File: src/rtl/jdp_pkg.sv
package jdp_pkg;

    localparam int IR_W    = 4;
    localparam int ACC_W   = 35;
    localparam int WORD_W  = 32;
    localparam int ADDR_W  = 2;
    localparam int AP_REGS = 2 ** ADDR_W;

    localparam logic [IR_W-1:0] IR_BYPASS = 4'b1111;
    localparam logic [IR_W-1:0] IR_IDCODE = 4'b1110;
    localparam logic [IR_W-1:0] IR_DPACC  = 4'b1010;
    localparam logic [IR_W-1:0] IR_APACC  = 4'b1011;
    localparam logic [IR_W-1:0] IR_ABORT  = 4'b1000;
    localparam logic [IR_W-1:0] IR_CAPVAL = 4'b0001;

    localparam logic [WORD_W-1:0] ID_WORD = 32'h3BA0_0477;

    localparam logic [2:0] ACK_WAIT = 3'b001;
    localparam logic [2:0] ACK_OK   = 3'b010;

    typedef enum logic [3:0] {
        TAP_RESET, TAP_IDLE,
        TAP_DR_SEL, TAP_DR_CAP, TAP_DR_SH, TAP_DR_EX1, TAP_DR_PAU, TAP_DR_EX2, TAP_DR_UPD,
        TAP_IR_SEL, TAP_IR_CAP, TAP_IR_SH, TAP_IR_EX1, TAP_IR_PAU, TAP_IR_EX2, TAP_IR_UPD
    } tap_state_e;

    typedef enum logic [1:0] { K_BYP, K_ID, K_ACC, K_ABT } dr_kind_e;

    function automatic dr_kind_e kind_of(input logic [IR_W-1:0] code);
        unique case (code)
            IR_IDCODE:          return K_ID;
            IR_DPACC, IR_APACC: return K_ACC;
            IR_ABORT:           return K_ABT;
            default:            return K_BYP;
        endcase
    endfunction

endpackage

File: src/rtl/jdp_tap_fsm.sv
module jdp_tap_fsm
    import jdp_pkg::*;
(
    input  logic       tck,
    input  logic       trst_n,
    input  logic       tms,
    output tap_state_e st
);

    tap_state_e nx;

    always_ff @(posedge tck or negedge trst_n) begin
        if (!trst_n) st <= TAP_RESET;
        else         st <= nx;
    end

    always_comb begin
        unique case (st)
            TAP_RESET:  nx = tms ? TAP_RESET  : TAP_IDLE;
            TAP_IDLE:   nx = tms ? TAP_DR_SEL : TAP_IDLE;
            TAP_DR_SEL: nx = tms ? TAP_IR_SEL : TAP_DR_CAP;
            TAP_DR_CAP: nx = tms ? TAP_DR_EX1 : TAP_DR_SH;
            TAP_DR_SH:  nx = tms ? TAP_DR_EX1 : TAP_DR_SH;
            TAP_DR_EX1: nx = tms ? TAP_DR_UPD : TAP_DR_PAU;
            TAP_DR_PAU: nx = tms ? TAP_DR_EX2 : TAP_DR_PAU;
            TAP_DR_EX2: nx = tms ? TAP_DR_UPD : TAP_DR_SH;
            TAP_DR_UPD: nx = tms ? TAP_DR_SEL : TAP_IDLE;
            TAP_IR_SEL: nx = tms ? TAP_RESET  : TAP_IR_CAP;
            TAP_IR_CAP: nx = tms ? TAP_IR_EX1 : TAP_IR_SH;
            TAP_IR_SH:  nx = tms ? TAP_IR_EX1 : TAP_IR_SH;
            TAP_IR_EX1: nx = tms ? TAP_IR_UPD : TAP_IR_PAU;
            TAP_IR_PAU: nx = tms ? TAP_IR_EX2 : TAP_IR_PAU;
            TAP_IR_EX2: nx = tms ? TAP_IR_UPD : TAP_IR_SH;
            TAP_IR_UPD: nx = tms ? TAP_DR_SEL : TAP_IDLE;
            default:    nx = TAP_RESET;
        endcase
    end

    // TMS high keeps the controller parked in reset
    a_r1_tms_holds_reset: assert property (@(posedge tck) disable iff (!trst_n)
        (st == TAP_RESET && tms) |=> st == TAP_RESET);

    // IR select with TMS high enters reset
    a_r1_irsel_to_reset: assert property (@(posedge tck) disable iff (!trst_n)
        (st == TAP_IR_SEL && tms) |=> st == TAP_RESET);

endmodule

File: src/rtl/jdp_reg_bank.sv
module jdp_reg_bank
    import jdp_pkg::*;
#(
    parameter int AP_BUSY_CYCLES = 200
) (
    input  logic              tck,
    input  logic              trst_n,
    input  logic              tlr,
    input  logic              req_valid,
    input  logic              req_ap,
    input  logic [ADDR_W-1:0] req_addr,
    input  logic              req_rnw,
    input  logic [WORD_W-1:0] req_wdata,
    input  logic              abort_valid,
    output logic              busy,
    output logic [WORD_W-1:0] rd_post,
    output logic              abort_req
);

    localparam int CNT_W = $clog2(AP_BUSY_CYCLES + 1);
    localparam logic [CNT_W-1:0] CNT_LOAD = CNT_W'(AP_BUSY_CYCLES);

    logic [CNT_W-1:0]  busy_cnt;
    logic [WORD_W-1:0] ctrl_q, sel_q, dp_rd;
    logic [WORD_W-1:0] ap_q [AP_REGS];

    assign busy = (busy_cnt != '0);

    always_comb begin
        unique case (req_addr)
            2'b01:   dp_rd = ctrl_q;
            2'b10:   dp_rd = sel_q;
            2'b11:   dp_rd = rd_post;
            default: dp_rd = '0;
        endcase
    end

    always_ff @(posedge tck or negedge trst_n) begin
        if (!trst_n) begin
            busy_cnt  <= '0;
            ctrl_q    <= '0;
            sel_q     <= '0;
            rd_post   <= '0;
            abort_req <= 1'b0;
        end else if (tlr) begin
            busy_cnt  <= '0;
            ctrl_q    <= '0;
            sel_q     <= '0;
            rd_post   <= '0;
            abort_req <= 1'b0;
        end else begin
            abort_req <= abort_valid;
            if (abort_valid)
                busy_cnt <= '0;
            else if (req_valid && req_ap)
                busy_cnt <= CNT_LOAD;
            else if (busy)
                busy_cnt <= busy_cnt - 1'b1;
            if (req_valid && req_rnw)
                rd_post <= req_ap ? ap_q[req_addr] : dp_rd;
            if (req_valid && !req_rnw && !req_ap) begin
                if (req_addr == 2'b01) ctrl_q <= req_wdata;
                if (req_addr == 2'b10) sel_q  <= req_wdata;
            end
        end
    end

    for (genvar g = 0; g < AP_REGS; g++) begin : g_ap
        always_ff @(posedge tck or negedge trst_n) begin
            if (!trst_n)
                ap_q[g] <= '0;
            else if (tlr)
                ap_q[g] <= '0;
            else if (req_valid && req_ap && !req_rnw && req_addr == ADDR_W'(g))
                ap_q[g] <= req_wdata;
        end
    end

    // the abort pulse lasts a single cycle
    a_r10_pulse_single: assert property (@(posedge tck) disable iff (!trst_n)
        abort_req |=> !abort_req);

    // an abort leaves the port idle
    a_r10_abort_clears_busy: assert property (@(posedge tck) disable iff (!trst_n)
        abort_req |-> !busy);

    // an accepted access-port request opens the busy window
    a_r8_ap_sets_busy: assert property (@(posedge tck) disable iff (!trst_n)
        (req_valid && req_ap && !abort_valid && !tlr) |=> busy);

endmodule

File: src/rtl/jdp_scan_top.sv
module jdp_scan_top
    import jdp_pkg::*;
#(
    parameter int AP_BUSY_CYCLES = 200
) (
    input  logic tck,
    input  logic trst_n,
    input  logic tms,
    input  logic tdi,
    output logic tdo,
    output logic abort_req
);

    tap_state_e        st;
    dr_kind_e          kind;
    logic [IR_W-1:0]   ir_q, ir_sr;
    logic [ACC_W-1:0]  dr_sr, cap_val, sh_val;
    logic              scan_waited, busy, upd_dr;
    logic              req_valid, abort_valid;
    logic [WORD_W-1:0] rd_post;

    jdp_tap_fsm u_fsm (
        .tck    (tck),
        .trst_n (trst_n),
        .tms    (tms),
        .st     (st)
    );

    assign kind = kind_of(ir_q);

    always_comb begin
        unique case (kind)
            K_ID:    cap_val = {3'b000, ID_WORD};
            K_ACC:   cap_val = {rd_post, busy ? ACK_WAIT : ACK_OK};
            default: cap_val = '0;
        endcase
        unique case (kind)
            K_BYP:   sh_val = {{(ACC_W-1){1'b0}}, tdi};
            K_ID:    sh_val = {3'b000, tdi, dr_sr[WORD_W-1:1]};
            default: sh_val = {tdi, dr_sr[ACC_W-1:1]};
        endcase
    end

    always_ff @(posedge tck or negedge trst_n) begin
        if (!trst_n) begin
            ir_q        <= IR_IDCODE;
            ir_sr       <= '0;
            dr_sr       <= '0;
            scan_waited <= 1'b0;
        end else begin
            unique case (st)
                TAP_RESET:  ir_q  <= IR_IDCODE;
                TAP_IR_CAP: ir_sr <= IR_CAPVAL;
                TAP_IR_SH:  ir_sr <= {tdi, ir_sr[IR_W-1:1]};
                TAP_IR_UPD: ir_q  <= ir_sr;
                TAP_DR_CAP: begin
                    dr_sr       <= cap_val;
                    scan_waited <= (kind == K_ACC) && busy;
                end
                TAP_DR_SH:  dr_sr <= sh_val;
                default: ;
            endcase
        end
    end

    assign upd_dr      = (st == TAP_DR_UPD);
    assign req_valid   = upd_dr && (kind == K_ACC) && !scan_waited;
    assign abort_valid = upd_dr && (kind == K_ABT) && dr_sr[0];

    always_comb begin
        unique case (st)
            TAP_DR_SH: tdo = dr_sr[0];
            TAP_IR_SH: tdo = ir_sr[0];
            default:   tdo = 1'b0;
        endcase
    end

    jdp_reg_bank #(.AP_BUSY_CYCLES(AP_BUSY_CYCLES)) u_bank (
        .tck         (tck),
        .trst_n      (trst_n),
        .tlr         (st == TAP_RESET),
        .req_valid   (req_valid),
        .req_ap      (ir_q == IR_APACC),
        .req_addr    (dr_sr[2:1]),
        .req_rnw     (dr_sr[0]),
        .req_wdata   (dr_sr[ACC_W-1:3]),
        .abort_valid (abort_valid),
        .busy        (busy),
        .rd_post     (rd_post),
        .abort_req   (abort_req)
    );

    // a captured acknowledge is only OK or WAIT
    a_r5_ack_legal: assert property (@(posedge tck) disable iff (!trst_n)
        (st == TAP_DR_CAP && kind == K_ACC) |=> (dr_sr[2:0] == ACK_OK || dr_sr[2:0] == ACK_WAIT));

    // the identification capture holds the fixed word
    a_r3_id_capture: assert property (@(posedge tck) disable iff (!trst_n)
        (st == TAP_DR_CAP && kind == K_ID) |=> dr_sr[WORD_W-1:0] == ID_WORD);

    // the instruction changes only at Update-IR or reset
    a_r2_ir_stable: assert property (@(posedge tck) disable iff (!trst_n)
        (st != TAP_IR_UPD && st != TAP_RESET) |=> $stable(ir_q));

    // a WAIT-answered update does not touch the read buffer
    a_r9_wait_discards: assert property (@(posedge tck) disable iff (!trst_n)
        (upd_dr && kind == K_ACC && scan_waited) |=> $stable(rd_post));

endmodule

File: config.mk
export PLATFORM = sky130hd
export DESIGN_NAME = jdp_scan_top
export DESIGN_NICKNAME = d
export VERILOG_FILES = /design/src/rtl/jdp_pkg.sv /design/src/rtl/jdp_tap_fsm.sv /design/src/rtl/jdp_reg_bank.sv /design/src/rtl/jdp_scan_top.sv
export SDC_FILE = /design/constraint.sdc
export NUM_CORES = 1
export LEC_CHECK = 0
export BUFFER_PORTS_ARGS = -buffer_cell sky130_fd_sc_hd__buf_2
export CAP_MARGIN = 5
export CORE_AREA = 2 2 201 203
export DETAILED_ROUTE_END_ITERATION = 16
export DIE_AREA = 0 0 203 205
export HOLD_SLACK_MARGIN = 0.15
export PLACE_DENSITY_LB_ADDON = 0.15
export SLEW_MARGIN = 20
export SYNTH_ARGS = -nofsm -noshare
export SYNTH_HDL_FRONTEND = slang
export SYNTH_SLANG_ARGS = --single-unit
File: constraint.sdc
create_clock -name tck -period 3.19 [get_ports tck]
set_clock_uncertainty 0.15 [all_clocks]
set_input_delay 0.1595 -clock tck [delete_from_list [all_inputs] [get_ports tck]]
set_output_delay 0.1595 -clock tck [all_outputs]
set_load 0.05 [all_outputs]
==> metrics <==
most common cell after layout, fill and taps aside=dfrtp_1; Synth Area in Compound Gates=12.4%; Die Footprint=41600 sq um; # Max-Cap Violations=0; largest area contributor in the netlist=dfrtp_1; Worst IR Drop VDD=508 uV; gpl congestion=between 0.7 and 0.8; Power Dens Cells=745 nW/um^2; FMAX=0.345 GHz; xor-xnor portion of the synthesized cell area=less than 1%; clk slew on worst S/H paths=0.06 ns; Crit. End Element=register; status=completed; FFs w/ async S/R, synth=100%; final core occ=just under 40%; core area=39400 sq um; Mapped Area=13600 sq um; slowest stage delay, CP=0.56 ns; Place WS=0.357 ns; Critical path buffers and inverters=3; Yosys cell types=51; routed wire length=36.9 mm; Worst setup SP type=register; WP data arrival=about 3.1 ns; clock sink count=281; vias=between 9000 and 10000; largest net degree at the start of global routing=between 100 and 150; area delta synth->final=14.3%; sw frac=38.0%; commonest cells after routing, fill and taps aside=dfrtp_1 (276), nand2_1 (271), mux2i_1 (144), o21ai_0 (116), nand3_1 (87); Crit Path Class=reg -> reg; sequential power share=36.5%; vias in the first global route=approximately 10000; Post-synth EDFFs=0; drt pass-1 iters=7; Max-Slew Margin vs Limit=30.1%; Final Setup Violations=0; DRC viols=0; drt wl/cell=19.8 microns; H-tree depth=2; post-route minimum period=2.90 ns; Multi-input gate area=6130 sq um; Total GRT Usage=~18%; CTS tree=done; cell family with most CP delay=simple AND/OR/NAND/NOR gates; CP dominant cell by count=buf_4; layout cells sized above 1=around an eighth; Design Power=between 0.01 and 0.015 W; n_diodes=0; Worst Hold Class=in -> async; Mapped Nets=about 1400; Synth area leaders=dfrtp_1 (51%), mux2i_1 (11%), nand2_1 (7.5%), mux4_2 (5.3%), o21ai_0 (4.3%); logic gate share of total power=30.2%; Die Ht=just over 200 microns; Avg Cell Area, Syn=10.2 sq um; Synth top area share=51.0%; Slew Limit Fails=0; Routed Antenna Nets=0; final worst slack=0.292 ns; Clock Path Buffers=3; Adder-Cell Fraction of Synth Area=1.01%; Leak=between 7 and 8 nW; Switching Power=0.00441 W; IO Port Bufs=5; worst flop-to-flop path startpoint=ir_q[3]; total gr overflow=0; Via-to-Cell Ratio=between 5 and 6; worst slew pin tran=1.05 ns; Setup TNS=0 ns; Final Hold Vio Count=0; R2R depth=10; Top Ports=6; CP cell instances=nand2b_1 -> or2_2 -> inv_1 -> ha_1 -> buf_4 -> nor2b_1 -> o2111ai_4 -> buf_4 -> nand3_1 -> o21ai_0; postcts setup bufs=0; FF-to-FF End=u_bank.rd_post[8]; Initial Util=34.6%; Critical Path RT=3.42 ns; Tcrit/Tclk final=between 90 and 100%; clock share of power=33.3%; FF+latch count, synth=281; mux cell area share after synthesis=15.9%; sequential cell area fraction in the yosys report=51.6%; clock latency on the worst-skew pair=0.53 ns; non-filler instance count after layout=1865; Num CTS Buffers=35; Rows=73; # fillers=approximately 3800; initial antenna violation count=0; r2r setup slk=roughly 0.29 ns; iteration-0 DRC count of the detailed router=714; dpl hpwl=about 22 mm; YS warnings=0; Horiz. Die Dim=around 200 microns; largest family of logic cells by synthesized area=multiplexers; global-route wire length before repair=60.3 mm; Root Driver=clkbuf_16; RSZ-0062 raised after global routing=no; register area=7040 sq um; synthesized instance count=1339; Placed Cells incl. Taps=1804; Post-Synth Simple-Gate Area=around 15%; Levels on crit path=10; Worst path slowest cell=dfstp_2; internal power=0.00720 W; predominant post-synthesis flop cell=dfrtp_1; crit-path max FO=52; Final Net Count=1334
cells in the mapped netlist (all sizes together) (3+ instances only):
cell	n
a211oi	3
a21oi	27
a221oi	5
a22oi	67
a31oi	14
a32oi	20
and2	4
buf	33
clkbuf	86
dfrtp	278
dfstp	3
ha	11
inv	13
mux2i	144
mux4	32
nand2	272
nand2b	5
nand3	91
nor2	50
nor2b	4
nor3	8
nor3b	13
nor4b	3
o21ai	122
xnor2	4
what timing repair did:
item                                   4_1_cts  5_1_grt
hold buffers                                 3        0
endpoints found under the hold margin      267        0
gates resized for setup                      0        0
routing by layer:
metal | global-route usage [%] | part of all wire, % | vias to the layer above
met4 | 4.41 | 1.6 | 0
met2 | 29.4 | 47 | 170
met5 | 0 | 0 | -
li1 | - | - | 4716
met1 | 26.3 | 48 | 5005
met3 | 2.72 | 3.7 | 45
how the worst max path moves through the flow:
stage | from | endpoint
2_1_floorplan | ir_q[3] | u_bank.sel_q[29]
3_3_place_gp | ir_q[3] | u_bank.rd_post[9]
3_5_place_dp | ir_q[3] | u_bank.rd_post[8]
4_1_cts | ir_q[3] | u_bank.rd_post[8]
5_1_grt | ir_q[3] | u_bank.rd_post[17]
6_report | ir_q[3] | u_bank.rd_post[8]
sequential cells by signal, summed over array words and instances, names as in the netlist, 4 cells and up:
register         count
u_bank.sel_q        32
u_bank.busy_cnt      8
u_bank.rd_post      32
ir_sr                4
ir_q                 4
dr_sr               35
u_bank.ap_q        128
u_fsm.st             4
u_bank.ctrl_q       32
kinds of logic (layout without fill, tap and decap cells):
group,Yosys count,count (layout)
buffers and inverters,132,133
flip-flops,281,281
adder cells (fa/ha/maj),11,11
XOR/XNOR,4,4
multiplexers,177,177
AO/OA/AOI/OAI,271,271
AND/OR/NAND/NOR,463,463
per-stage QoR:
stage                     cell area (sq um)  hold WS [ns]
final                                 15600         0.118
after global routing                  15600         0.188
after CTS                             15600         0.154
after detailed placement              14400         0.116
after global placement                14400         0.113
after floorplan                       13600        -0.286
cell type report:
class	count	share of cell area, %
clock buffers	50	6.63
clock inverters	8	0.514
inverters	13	0.313
multi-input cells	926	39.3
flip-flops and latches	281	45.2
well taps	525	4.22
repair buffers	62	3.82
power by group through the flow:
stage | combinational (W) | clock, W | sequential [W]
final | 0.00350 | 0.00387 | 0.00424
after global routing | 0.00386 | 0.00412 | 0.00428
after CTS | 0.00354 | 0.00398 | 0.00424
after detailed placement | 0.00352 | 0 | 0.00429
after global placement | 0.00350 | 0 | 0.00430
after floorplan | 0.00237 | 0 | 0.00409
Note: power is estimated with default switching activity, not from simulation.
